<file path="src/rtl/sd_cmd_pkg.sv">
package sd_cmd_pkg;
  localparam int REG_W      = 32;
  localparam int AW         = 8;
  localparam int RSP_BYTES  = 16;
  localparam int SHORT_BYTES = 4;
  localparam int RSP_WORDS  = RSP_BYTES / 4;
  localparam int LEN_W      = $clog2(RSP_BYTES + 1);
  localparam int IDX_W      = 6;
  localparam int STAT_W     = 11;

  localparam logic [AW-1:0] OFS_CMD  = 8'h00;
  localparam logic [AW-1:0] OFS_ARG  = 8'h04;
  localparam logic [AW-1:0] OFS_RSP0 = 8'h10;
  localparam logic [AW-1:0] OFS_STAT = 8'h20;
  localparam logic [AW-1:0] OFS_CFG  = 8'h38;

  localparam int CB_LONG   = 9;
  localparam int CB_NORSP  = 10;
  localparam int CB_BUSY   = 11;
  localparam int CB_FAIL   = 14;
  localparam int CB_START  = 15;

  localparam int SB_TIMEOUT = 6;
  localparam int SB_BUSYIRQ = 10;
  localparam int CFG_BUSYEN = 10;
endpackage

</file>
<file path="src/rtl/sd_rsp_check.sv">
module sd_rsp_check
  import sd_cmd_pkg::*;
#(
  parameter int LONG_N  = RSP_BYTES,
  parameter int SHORT_N = SHORT_BYTES
) (
  input  logic [LEN_W-1:0] len,
  input  logic             want_long,
  input  logic             no_rsp,
  input  logic             card_err,
  output logic             bad
);
  logic len_ok;
  always_comb begin
    len_ok = (len == LEN_W'(SHORT_N) && !want_long) || (len == LEN_W'(LONG_N));
    bad    = card_err || (!no_rsp && !len_ok);
  end
endmodule

</file>
<file path="src/rtl/sd_rsp_pack.sv">
module sd_rsp_pack
  import sd_cmd_pkg::*;
#(
  parameter int NBYTES = RSP_BYTES
) (
  input  logic [NBYTES*8-1:0]        bytes_in,
  input  logic                       is_short,
  output logic [NBYTES/4-1:0][31:0]  words
);
  localparam int NW = NBYTES / 4;

  for (genvar w = 0; w < NW; w++) begin : g_word
    localparam int BASE = 4 * (NW - 1 - w);
    logic [31:0] long_w;
    logic [31:0] short_w;
    assign long_w = {bytes_in[8*BASE+7 -: 8], bytes_in[8*(BASE+1)+7 -: 8],
                     bytes_in[8*(BASE+2)+7 -: 8], bytes_in[8*(BASE+3)+7 -: 8]};
    if (w == 0) begin : g_first
      assign short_w = {bytes_in[7:0], bytes_in[15:8], bytes_in[23:16], bytes_in[31:24]};
    end else begin : g_rest
      assign short_w = '0;
    end
    assign words[w] = is_short ? short_w : long_w;
  end
endmodule

</file>
<file path="src/rtl/sd_cmd_frontend.sv">
module sd_cmd_frontend
  import sd_cmd_pkg::*;
(
  input  logic                    clk,
  input  logic                    rst,
  input  logic                    wr_en,
  input  logic                    rd_en,
  input  logic [AW-1:0]           addr,
  input  logic [REG_W-1:0]        wdata,
  output logic [REG_W-1:0]        rdata,
  output logic                    card_req,
  output logic [IDX_W-1:0]        card_index,
  output logic [REG_W-1:0]        card_arg,
  input  logic                    card_rsp_valid,
  input  logic [LEN_W-1:0]        card_rsp_len,
  input  logic [RSP_BYTES*8-1:0]  card_rsp_data,
  input  logic                    card_err,
  output logic                    irq
);
  logic [15:0]                    cmd_q;
  logic [REG_W-1:0]               arg_q;
  logic [STAT_W-1:0]              stat_q, stat_n;
  logic                           busy_en_q;
  logic [RSP_WORDS-1:0][31:0]     rsp_q;
  logic [RSP_WORDS-1:0][31:0]     rsp_packed;
  logic                           pend_q;
  logic [REG_W-1:0]               req_arg_q;
  logic                           irq_q;
  logic [REG_W-1:0]               rdata_q;
  logic                           accept, rsp_bad;
  logic [STAT_W-1:0]              stat_set, stat_clr;
  logic [REG_W-1:0]               rd_mux;

  assign accept = pend_q && card_rsp_valid;

  sd_rsp_check #(.LONG_N(RSP_BYTES), .SHORT_N(SHORT_BYTES)) u_check (
    .len(card_rsp_len), .want_long(cmd_q[CB_LONG]), .no_rsp(cmd_q[CB_NORSP]),
    .card_err(card_err), .bad(rsp_bad)
  );

  sd_rsp_pack #(.NBYTES(RSP_BYTES)) u_pack (
    .bytes_in(card_rsp_data),
    .is_short(card_rsp_len == LEN_W'(SHORT_BYTES)),
    .words(rsp_packed)
  );

  always_comb begin
    stat_set = '0;
    if (accept && rsp_bad) stat_set[SB_TIMEOUT] = 1'b1;
    if (accept && !rsp_bad && cmd_q[CB_BUSY] && busy_en_q) stat_set[SB_BUSYIRQ] = 1'b1;
    stat_clr = (wr_en && addr == OFS_STAT) ? wdata[STAT_W-1:0] : '0;
    stat_n   = (stat_q & ~stat_clr) | stat_set;
  end

  always_comb begin
    rd_mux = '0;
    case (addr)
      OFS_CMD:          rd_mux = {16'h0, cmd_q};
      OFS_ARG:          rd_mux = arg_q;
      OFS_STAT:         rd_mux = {{(REG_W-STAT_W){1'b0}}, stat_q};
      OFS_CFG:          rd_mux = REG_W'(busy_en_q) << CFG_BUSYEN;
      default: begin
        for (int w = 0; w < RSP_WORDS; w++)
          if (addr == OFS_RSP0 + AW'(4*w)) rd_mux = rsp_q[w];
      end
    endcase
  end

  always_ff @(posedge clk) begin
    if (rst) begin
      cmd_q     <= '0;
      arg_q     <= '0;
      stat_q    <= '0;
      busy_en_q <= 1'b0;
      rsp_q     <= '0;
      pend_q    <= 1'b0;
      req_arg_q <= '0;
      irq_q     <= 1'b0;
      rdata_q   <= '0;
    end else begin
      rdata_q <= rd_en ? rd_mux : '0;
      stat_q  <= stat_n;
      irq_q   <= |stat_n[10:8];
      if (wr_en && addr == OFS_ARG) arg_q <= wdata;
      if (wr_en && addr == OFS_CFG) busy_en_q <= wdata[CFG_BUSYEN];
      if (wr_en && addr == OFS_CMD && !pend_q) begin
        cmd_q <= wdata[15:0];
        if (wdata[CB_START]) begin
          pend_q    <= 1'b1;
          req_arg_q <= arg_q;
        end
      end
      if (accept) begin
        pend_q          <= 1'b0;
        cmd_q[CB_START] <= 1'b0;
        if (rsp_bad) cmd_q[CB_FAIL] <= 1'b1;
        else if (!cmd_q[CB_NORSP]) rsp_q <= rsp_packed;
      end
    end
  end

  assign rdata      = rdata_q;
  assign card_req   = pend_q;
  assign card_index = cmd_q[IDX_W-1:0];
  assign card_arg   = req_arg_q;
  assign irq        = irq_q;

  AST_START_SELF_CLEARS: assert property (@(posedge clk) disable iff (rst)
    accept |=> (!cmd_q[CB_START] && !card_req));
  AST_ERROR_FLAGS: assert property (@(posedge clk) disable iff (rst)
    (accept && rsp_bad) |=> (cmd_q[CB_FAIL] && stat_q[SB_TIMEOUT]));
  AST_NORSP_KEEPS_WORDS: assert property (@(posedge clk) disable iff (rst)
    (accept && cmd_q[CB_NORSP]) |=> $stable(rsp_q));
  AST_BUSY_ONLY_CLEAN: assert property (@(posedge clk) disable iff (rst)
    $rose(stat_q[SB_BUSYIRQ]) |-> ($past(accept) && !$past(rsp_bad)));
  AST_PENDING_HOLDS: assert property (@(posedge clk) disable iff (rst)
    (card_req && !card_rsp_valid) |=> (card_req && $stable(cmd_q) && $stable(card_arg)));
endmodule

</file>
<file path="config.mk">
export PLATFORM = sky130hd
export DESIGN_NAME = sd_cmd_frontend
export DESIGN_NICKNAME = d
export VERILOG_FILES = /design/src/rtl/sd_cmd_pkg.sv /design/src/rtl/sd_rsp_check.sv /design/src/rtl/sd_rsp_pack.sv /design/src/rtl/sd_cmd_frontend.sv
export SDC_FILE = /design/constraint.sdc
export NUM_CORES = 1
export LEC_CHECK = 0
export BUFFER_PORTS_ARGS = -buffer_cell sky130_fd_sc_hd__clkbuf_2
export CAP_MARGIN = 20
export CORE_MARGIN = 4
export CORE_UTILIZATION = 55
export CTS_BUF_LIST = sky130_fd_sc_hd__clkbuf_16
export CTS_CLUSTER_DIAMETER = 100
export DETAILED_ROUTE_END_ITERATION = 16
export PLACE_DENSITY = 0.93
export SLEW_MARGIN = 30
export SYNTH_ARGS = -nofsm -noshare
export SYNTH_HDL_FRONTEND = slang
export SYNTH_HIERARCHICAL = 1
export SYNTH_SLANG_ARGS = --single-unit
</file>
<file path="constraint.sdc">
create_clock -name clk -period 2.55 [get_ports clk]
set_clock_uncertainty 0.2 [all_clocks]
set_input_delay 0.3825 -clock clk [delete_from_list [all_inputs] [get_ports clk]]
set_output_delay 0.3825 -clock clk [all_outputs]
set_load 0.01 [all_outputs]
</file>
Yosys cells after proc, flatten, opt, wreduce, memory -nomap -nowiden
Cells that the tools add are included.

operators by class
  equal/unequal tests = 9
  multiplexer cells = 15
  bitwise gates (word level) = 6
  reduce and logical (&&, ||, !) cells = 25

operators with widths
  cell                number
  $mux 32             8
  $pmux 32 s4         1
  $eq 8x5->1 const B  4
  $eq 8x6->1 const B  2
  $mux 15             1
  $logic_and 1x1->1   12
  $and 11x11->11      1
  $mux 11             1
  $not 11->11         1
  $or 11x11->11       1
  $eq 8x3->1 const B  1
  $logic_not 8->1     1
  $eq 5x3->1 const B  1
  $eq 5x5->1 const B  1
  $logic_not 1->1     5
  $mux 1              4
  $reduce_or 2->1     2
  $not 1->1           3
  $reduce_and 3->1    1
  $reduce_or 3->1     1
  $logic_or 1x1->1    2
  $reduce_and 2->1    1

storage, ports and cells
  register bits after elaboration = 254
  bits of input ports = 179
  output and inout port bits = 72
  logic and storage cells = 69

Longest topological paths before layout
Gate-level depths: netlist of run 1.

  depth after elaboration = 13
  depth in mapped cells = 8
  mapped depth without buffers = 6

By module
Netlist of run 1, hierarchy kept.

modules (own cells, without submodules)
  module           times used  cells each  area an instance (sq um)  sequential area each (sq um)
  sd_cmd_frontend  1           1264        10353.7                   5084.9
  sd_rsp_pack      1           142         1056.0                    0.0
  sd_rsp_check     1           5           32.5                      0.0

Worst setup path before layout of run 1
No wires, ideal clock.

  path kind = input port to flip-flop
  start point = input addr[5]
  end point = register cmd_q[3]
  setup time = 139 ps
  data arrival time = 1981 ps
  data required time = 2211 ps
  setup slack = 230 ps
  cell stages on the path = 8
  path buffers = 4
  path through = buf_6 -> or4_4 -> buf_6 -> or4_4 -> buf_6 -> buf_6 -> nand2_2 -> a21oi_2

on the way
  longest elaborated chain between the ends = 3

RTL lines
  element                          line                   RTL
  start: declaration               sd_cmd_frontend.sv:8   input logic [AW-1:0] addr,
  $logic_not 8->1                  sd_cmd_frontend.sv:86  if (wr_en && addr == OFS_CMD && !pend_q) begin
  $logic_and 1x1->1 (2 in series)  sd_cmd_frontend.sv:86
  end signal: assignment           sd_cmd_frontend.sv:87  cmd_q <= wdata[15:0];
  end: declaration                 sd_cmd_frontend.sv:20  logic [15:0] cmd_q;

No other way between the ends.
A chain may end at the register's enable or synchronous reset.

Worst setup path after layout of run 1
  start point = register cmd_q[10]
  end point = register rsp_q[7] (netlist name)

on the way
  longest elaborated chain between the ends = 5
  elaborated cells on any way between the ends = 6
  classes of those cells = 2 x bitwise; 4 x reduce/logical

RTL lines
  element                     line                   RTL
  $logic_not 1->1             sd_rsp_check.sv:16     bad = card_err || (!no_rsp && !len_ok);
  $logic_and 1x1->1           sd_rsp_check.sv:16
  $logic_or 1x1->1            sd_rsp_check.sv:16
  net rsp_bad                 sd_cmd_frontend.sv:30  logic accept, rsp_bad;
  $not 1->1 (no line)         --
  $reduce_and 3->1 (no line)  --
  end signal: assignment      sd_cmd_frontend.sv:97  else if (!cmd_q[CB_NORSP]) rsp_q <= rsp_packed;
  end: declaration            sd_cmd_frontend.sv:24  logic [RSP_WORDS-1:0][31:0] rsp_q;

The timed path passes the listed nets, and every way through them passes these cells.

==> results of run 1 <==
## through the flow
step / power [uW] / hold WS [ps] / cell area [um^2]
2_1_floorplan: 4313 / 211.6 / 11440
3_3_place_gp: 4533 / 218.3 / 12910
3_5_place_dp: 4539 / 225.6 / 12910
4_1_cts: 7867 / 0.7057 / 14080
5_1_grt: 8093 / 19.09 / 14080
6_report: 7834 / 15.26 / 14080
## cell usage after synthesis (all sizes together) (4+ instances only)
cell type	n	area share (%)
buf	46	2.7
inv	4	0.13
nor2	22	0.72
nor3	29	1.3
nor2b	100	5.5
mux2	39	3.8
a21oi	244	11
nand2b	4	0.22
mux4	7	1.4
mux2i	37	3.2
o2bb2ai	23	1.8
a31o	32	2.4
a22oi	19	1.2
o221ai	13	1.0
dfxtp	254	44
nor4	8	0.57
clkbuf	84	2.8
nand2	420	14
## what timing repair did
item / 4_1_cts / 5_1_grt
hold buffers: 44 / 0
setup endpoints to repair: 0 / 0
endpoints found under the hold margin: 69 / 0
buffers inserted: 0 / 0
gates resized for setup: 0 / 0
## critical path, cell delays in order, from the launching register on
cell     delay, ps
dfxtp_1        440
nor2b_1        170
a21oi_1         50
buf_4          160
nor3_2         240
buf_12         250
buf_4          250
nand2_1        100
a21oi_1        150
## worst paths after layout
check / end / slack, ps / cells past startpoint / startpoint
worst max register to register: rsp_q[7] / 470 / 8 / cmd_q[10]
worst min register to register: stat_q[4] / 240 / 2 / stat_q[4]
worst max-delay path: rsp_q[7] / 470 / 8 / cmd_q[10]
worst min-delay path: rsp_q[43] / 20 / 4 / card_rsp_data[83]
## power by group
part | internal [uW] | switching (uW) | total [uW]
Clock | 1870 | 1450 | 3320
Sequential | 3970 | 1.15 | 3970
Combinational | 263 | 283 | 546
## placed cells by master (no fill, tap or decap), drive strengths merged, types with 2 or more instances in the layout
| cell | netlist | final |
|---|---|---|
| or3 | 3 | 3 |
| clkbuf | 84 | 273 |
| nor3 | 29 | 29 |
| nor4 | 8 | 8 |
| clkinv | 0 | 9 |
| o221ai | 13 | 13 |
| nand3 | 3 | 3 |
| a211oi | 3 | 3 |
| nand2 | 420 | 420 |
| nor2 | 22 | 22 |
| a21oi | 244 | 244 |
| a22oi | 19 | 19 |
| mux2i | 37 | 37 |
| nand2b | 4 | 4 |
| or4b | 2 | 2 |
| mux4 | 7 | 7 |
| buf | 46 | 47 |
| nor2b | 100 | 100 |
| or4 | 3 | 3 |
| mux2 | 39 | 39 |
| a31o | 32 | 32 |
| dfxtp | 254 | 254 |
| inv | 4 | 12 |
| o2bb2ai | 23 | 23 |
| dlygate4sd3 | 0 | 44 |
## metal layers
metal	global-route usage [%]	up-vias	routed length, um	part of all wire [%]
met1	37.96	4938	14070	43
met4	7.449	0	859	2.6
met3	4.686	78	2851	8.6
met2	44.22	518	15290	46
li1	-	5246	-	-
met5	0	-	0	0
## cells by family after synthesis
logic type,after synthesis
AOI/OAI and AO/OA,341
DFF,254
muxes,83
buffers and inverters,134
and+or+nand+nor,599
## area by class of cell
type	count	area (um^2)	area share [%]
clock buffers	25	625.6	4.443
clock inverters	18	102.6	0.7287
inverters	4	15.01	0.1066
multi-input cells	1023	5738	40.75
flip-flops and latches	254	5085	36.11
well taps	270	337.8	2.399
repair buffers	339	2176	15.45
## flip-flops by register name (all words and copies together), names as in the netlist
name,flops
rsp_q,128
irq,1
card_req,1
arg_q,32
busy_en_q,1
card_arg,32
stat_q,11
rdata,32
cmd_q,16
==> results.toml, run 1 <==
[global_routing]
grt_pass1_vias = 10420
antenna_found_initial = 0
overflow = 0
grt.total_usage_pct = 27.31
grt_max_degree = 98
grt_pass1_wl_um = 53300

[placed_design]
gp_congestion = 0.8795
io_buffers = 250
place_inst = 1846
dp_slack_ps = 106.5
dpl.hpwl_um = 23360

[die]
die_h_um = 152.2
die_w_um = 152.2
dieArea_mm2 = 0.02318
rows = 52
num_io_pins = 251
start_util_pct = 56.19
core_mm2 = 0.02036

[routing]
dr.pass1.iters = 5
vias_per_cell = 5.577
wl_um = 33070
ant_nets = 0
drt_iter0_markers = 889
via_count = 10780
avgRoutedWirePerCell_um = 17.11
drc = 0

[timing]
finalHoldViolations = 0
layout_setup_ws_ps = 465.6
setup-tns-final_ps = 0
worst_pin_slew_ps = 563.7
max_freq_ghz = 0.4797
finalSetupViolations = 0
final.min_clock_period_ps = 2084
slew_viol_final = 0
post-route-period-util_pct = 81.74
max_slew_margin_pct = 62.42
rsz0062_at_grt = "false"

[final_layout]
num_antenna_cells = 0
fin_nets = 1826
area_delta_synth_final_pct = 23.05
layout-drive-gt1-share_pct = 24.17
fill_cells = 1489
final_util_pct = 69.14
instances_no_fill = 1933

[synthesis]
synth.distinct_cells = 44
syn_area_mm2 = 0.01144
synth_edf_count = 0
yosysWarnings = 6
synthSimpleGateAreaFrac_pct = 23.36
synth_fa_ha_area_share_pct = 0
syn-num-nets = 1590
netlist_instances = 1411
avgSynthCellArea_um2 = 8.109
synth.mux.area_fraction_pct = 8.453
yosysSeqAreaShare_pct = 44.44
ys_seq_elements = 254
synthXorXnorAreaFrac_pct = 0
synth_compound_area_share_pct = 18.15
synth_top_family_by_area = "simple AND/OR/NAND/NOR gates"
synthFlopType = "dfxtp_1"
postSynth.asyncResetShare_pct = 0

[cts]
cts_root_buf = "clkbuf_16"
htreeDepth = 1
clk_latency_ps = 510
cts.clk_slew.worst_paths_ps = 60
numCtsBuffers = 25
clock_tree.buffer_depth = 3
cts_sinks = 254
cts_tree = "yes"

[run]
cap_violations = 0

[critical_path]
worst_ep_arrival_time_ps = 2320
path_max_fanout = 35
required_ps = 2780
worstSetupPathType = "reg -> reg"
worstSetupEndpointType = "flip-flop"
start_kind = "flip-flop"

[power_and_ir_drop]
p_per_area_mw_per_mm2 = 556.4
ir_drop_mv = 0.3672
leakage_uw = 0.005352

[run_status]
status = "finished, final reports clean"

[min_path]
min_path_type = "in -> reg"
Note: power is estimated with default switching activity, not from simulation.
==> run 2: changes to the inputs <==
--- a/config.mk
+++ b/config.mk
@@ -8,11 +8,11 @@
 export BUFFER_PORTS_ARGS = -buffer_cell sky130_fd_sc_hd__clkbuf_2
 export CAP_MARGIN = 20
 export CORE_MARGIN = 4
-export CORE_UTILIZATION = 55
+export CORE_UTILIZATION = 49
 export CTS_BUF_LIST = sky130_fd_sc_hd__clkbuf_16
 export CTS_CLUSTER_DIAMETER = 100
 export DETAILED_ROUTE_END_ITERATION = 16
-export PLACE_DENSITY = 0.93
+export PLACE_DENSITY = 0.88
 export SLEW_MARGIN = 30
 export SYNTH_ARGS = -nofsm -noshare
 export SYNTH_HDL_FRONTEND = slang
==> constraint.sdc (replaced) <==
create_clock -name clk -period 1.7 [get_ports clk]
set_clock_uncertainty 0.2 [all_clocks]
set_input_delay 0.255 -clock clk [delete_from_list [all_inputs] [get_ports clk]]
set_output_delay 0.255 -clock clk [all_outputs]
set_load 0.01 [all_outputs]
==> run 2 against run 1 <==
Effect of this change: the flow now finishes with violations (setup timing); flip-flop and latch count did not move; first-iteration DRC count increased by 81%; core utilization grew 5.2 points; cell area increased by 20%; setup slack worse by 970 ps; total power rose by 60%; non-clock buffer count increased by 190; clock-buffer cell count is the same; critical path type unchanged; register-to-register slack got worse by 970 ps; global-route usage is 6.1 points higher; via count rose by 18%.
==> results.toml, run 2 (synthesis results as in run 1) <==
[timing]
max_slew_margin_pct = 67.44
finalHoldViolations = 0
whs_ps = 39.65
post-route-period-util_pct = 129.7
setup-tns-final_ps = -18000
final.min_clock_period_ps = 2205
slew_viol_final = 0
max_freq_ghz = 0.4535
worst_pin_slew_ps = 486.9
layout_setup_ws_ps = -505.2
rsz0062_at_grt = "true"
finalSetupViolations = 130

[power_and_ir_drop]
p_per_area_mw_per_mm2 = 738.0
ir_drop_mv = 0.6055
leakage_uw = 0.006415

[global_routing]
grt_pass1_vias = 12410
grt_use_met3_pct = 6.364
overflow = 0
grt_pass1_wl_um = 69130
grt.total_usage_pct = 33.37
grt-busiest-layer = "met2"
grtUsageMet2_pct = 54.99
grt_max_degree = 76
use_met1_pct = 41.98
antenna_found_initial = 7

[final_layout]
area_delta_synth_final_pct = 48.00
top_register = "rsp_q"
layout-drive-gt1-share_pct = 32.33
largest_register_ffs = 128
fin_nets = 2016
instances_no_fill = 2171
layout_commonest_cell = "nand2_1"
final_cell_mix = "nand2_1, dfxtp_1, clkbuf_2"

[routing]
drt_iter0_markers = 1605
wl_um = 47590
ant_nets = 0
avgRoutedWirePerCell_um = 21.92
via_count = 12770
drc = 0
vias_per_cell = 5.881
dr.pass1.iters = 6

[critical_path]
worstReg2RegStart = "cmd_q[9]"
worstSetupPathType = "reg -> reg"
r2r_cells = 8
crit_buf_inv = 2
crit_top_cell = "buf_12"
reg2reg_slack_ps = -510
critical_path_depth = 8
worstSetupEndpointType = "flip-flop"
max_stage_delay_ps = 360
worst_ep_arrival_time_ps = 2420
required_ps = 1910
path_delay_family = "simple AND/OR/NAND/NOR gates"
reg2reg_to = "rsp_q[60]"
critPathSlowestCell = "a21oi_2"
worstPathCellList = "nor2_1 > mux2_4 > a21oi_4 > nor3_2 > buf_12 > buf_12 > nand2_1 > a21oi_2"
start_kind = "flip-flop"
path_max_fanout = 23

[placed_design]
dp_slack_ps = -538.2
dpl.hpwl_um = 25170
io_buffers = 250
gp_congestion = 0.8979
place_inst = 1942

[die]
die_h_um = 160.8
core_mm2 = 0.02278
dieArea_mm2 = 0.02586
start_util_pct = 50.23
die_w_um = 160.8
rows = 55
num_io_pins = 251

[min_path]
min_to = "cmd_q[10]"
min_path_type = "in -> reg"
min_path_cells = 3
worstHoldStart = "rst"

[run_status]
status = "complete, but fails checks"
failed_checks = "setup timing"

[cts]
cts_root_buf = "clkbuf_16"
cts.clk_slew.worst_paths_ps = 70
cts_sinks = 254
numCtsBuffers = 25
htreeDepth = 1
clock_tree.buffer_depth = 3
cts_tree = "yes"
clk_latency_ps = 530

[run]
cap_violations = 0
run 2: timing repair:
item	in CTS	in global routing
pin swaps	29	21
gates cloned	4	4
hold buffers	161	0
hold endpoints to repair	194	0
setup endpoints to repair	135	175
gates resized for setup	52	74
setup buffers	8	5
run 2: where the power goes:
part / switching [uW] / total [uW] / internal, uW
Sequential: 1.66 / 5950 / 5950
Clock: 2370 / 5320 / 2960
Combinational: 593 / 1220 / 632
run 2: metrics by stage:
step	cell area (um^2)	total power, uW	util, %
global placement	13780	6890	60.48
global route	16940	12780	74.35
CTS	16470	12330	72.32
floorplan	11940	6487	-
finish	16940	12500	74.35
detailed placement	13780	6903	60.48
run 2: worst register-to-register path, cell delays in order, from the launching register on:
cell and delay [ps]:
dfxtp_2 320, nor2_1 100, mux2_4 170, a21oi_4 70, nor3_2 260, buf_12 220
buf_12 190, nand2_1 210, a21oi_2 360
run 2: final cells by class:
type                            instances  area (um^2)
Clock inverter                         18        128.9
Inverter                                4        15.01
Tap cell                              313        391.6
Clock buffer                           25        625.6
Fill cell                            1432         5843
Multi-Input combinational cell       1023         6372
Antenna cell                            5        12.51
Sequential cell                       254         5090
Timing Repair Buffer                  529         4299
run 2: how the worst max path moves through the flow:
stage	start	endpoint	slack [ps]
6_report	cmd_q[9]	rsp_q[60]	-510
5_1_grt	cmd_q[9]	rsp_q[60]	-510
4_1_cts	cmd_q[9]	rsp_q[47]	-200
3_5_place_dp	addr[7]	rdata[10]	-540
3_3_place_gp	addr[7]	rdata[10]	-500
2_1_floorplan	addr[3]	cmd_q[6]	-330
run 2: routing by layer:
metal	part of all wire [%]	vias to the layer above
met1	36	5888
met4	6.5	4
met5	0.055	-
li1	-	5638
met2	47	964
met3	10	274
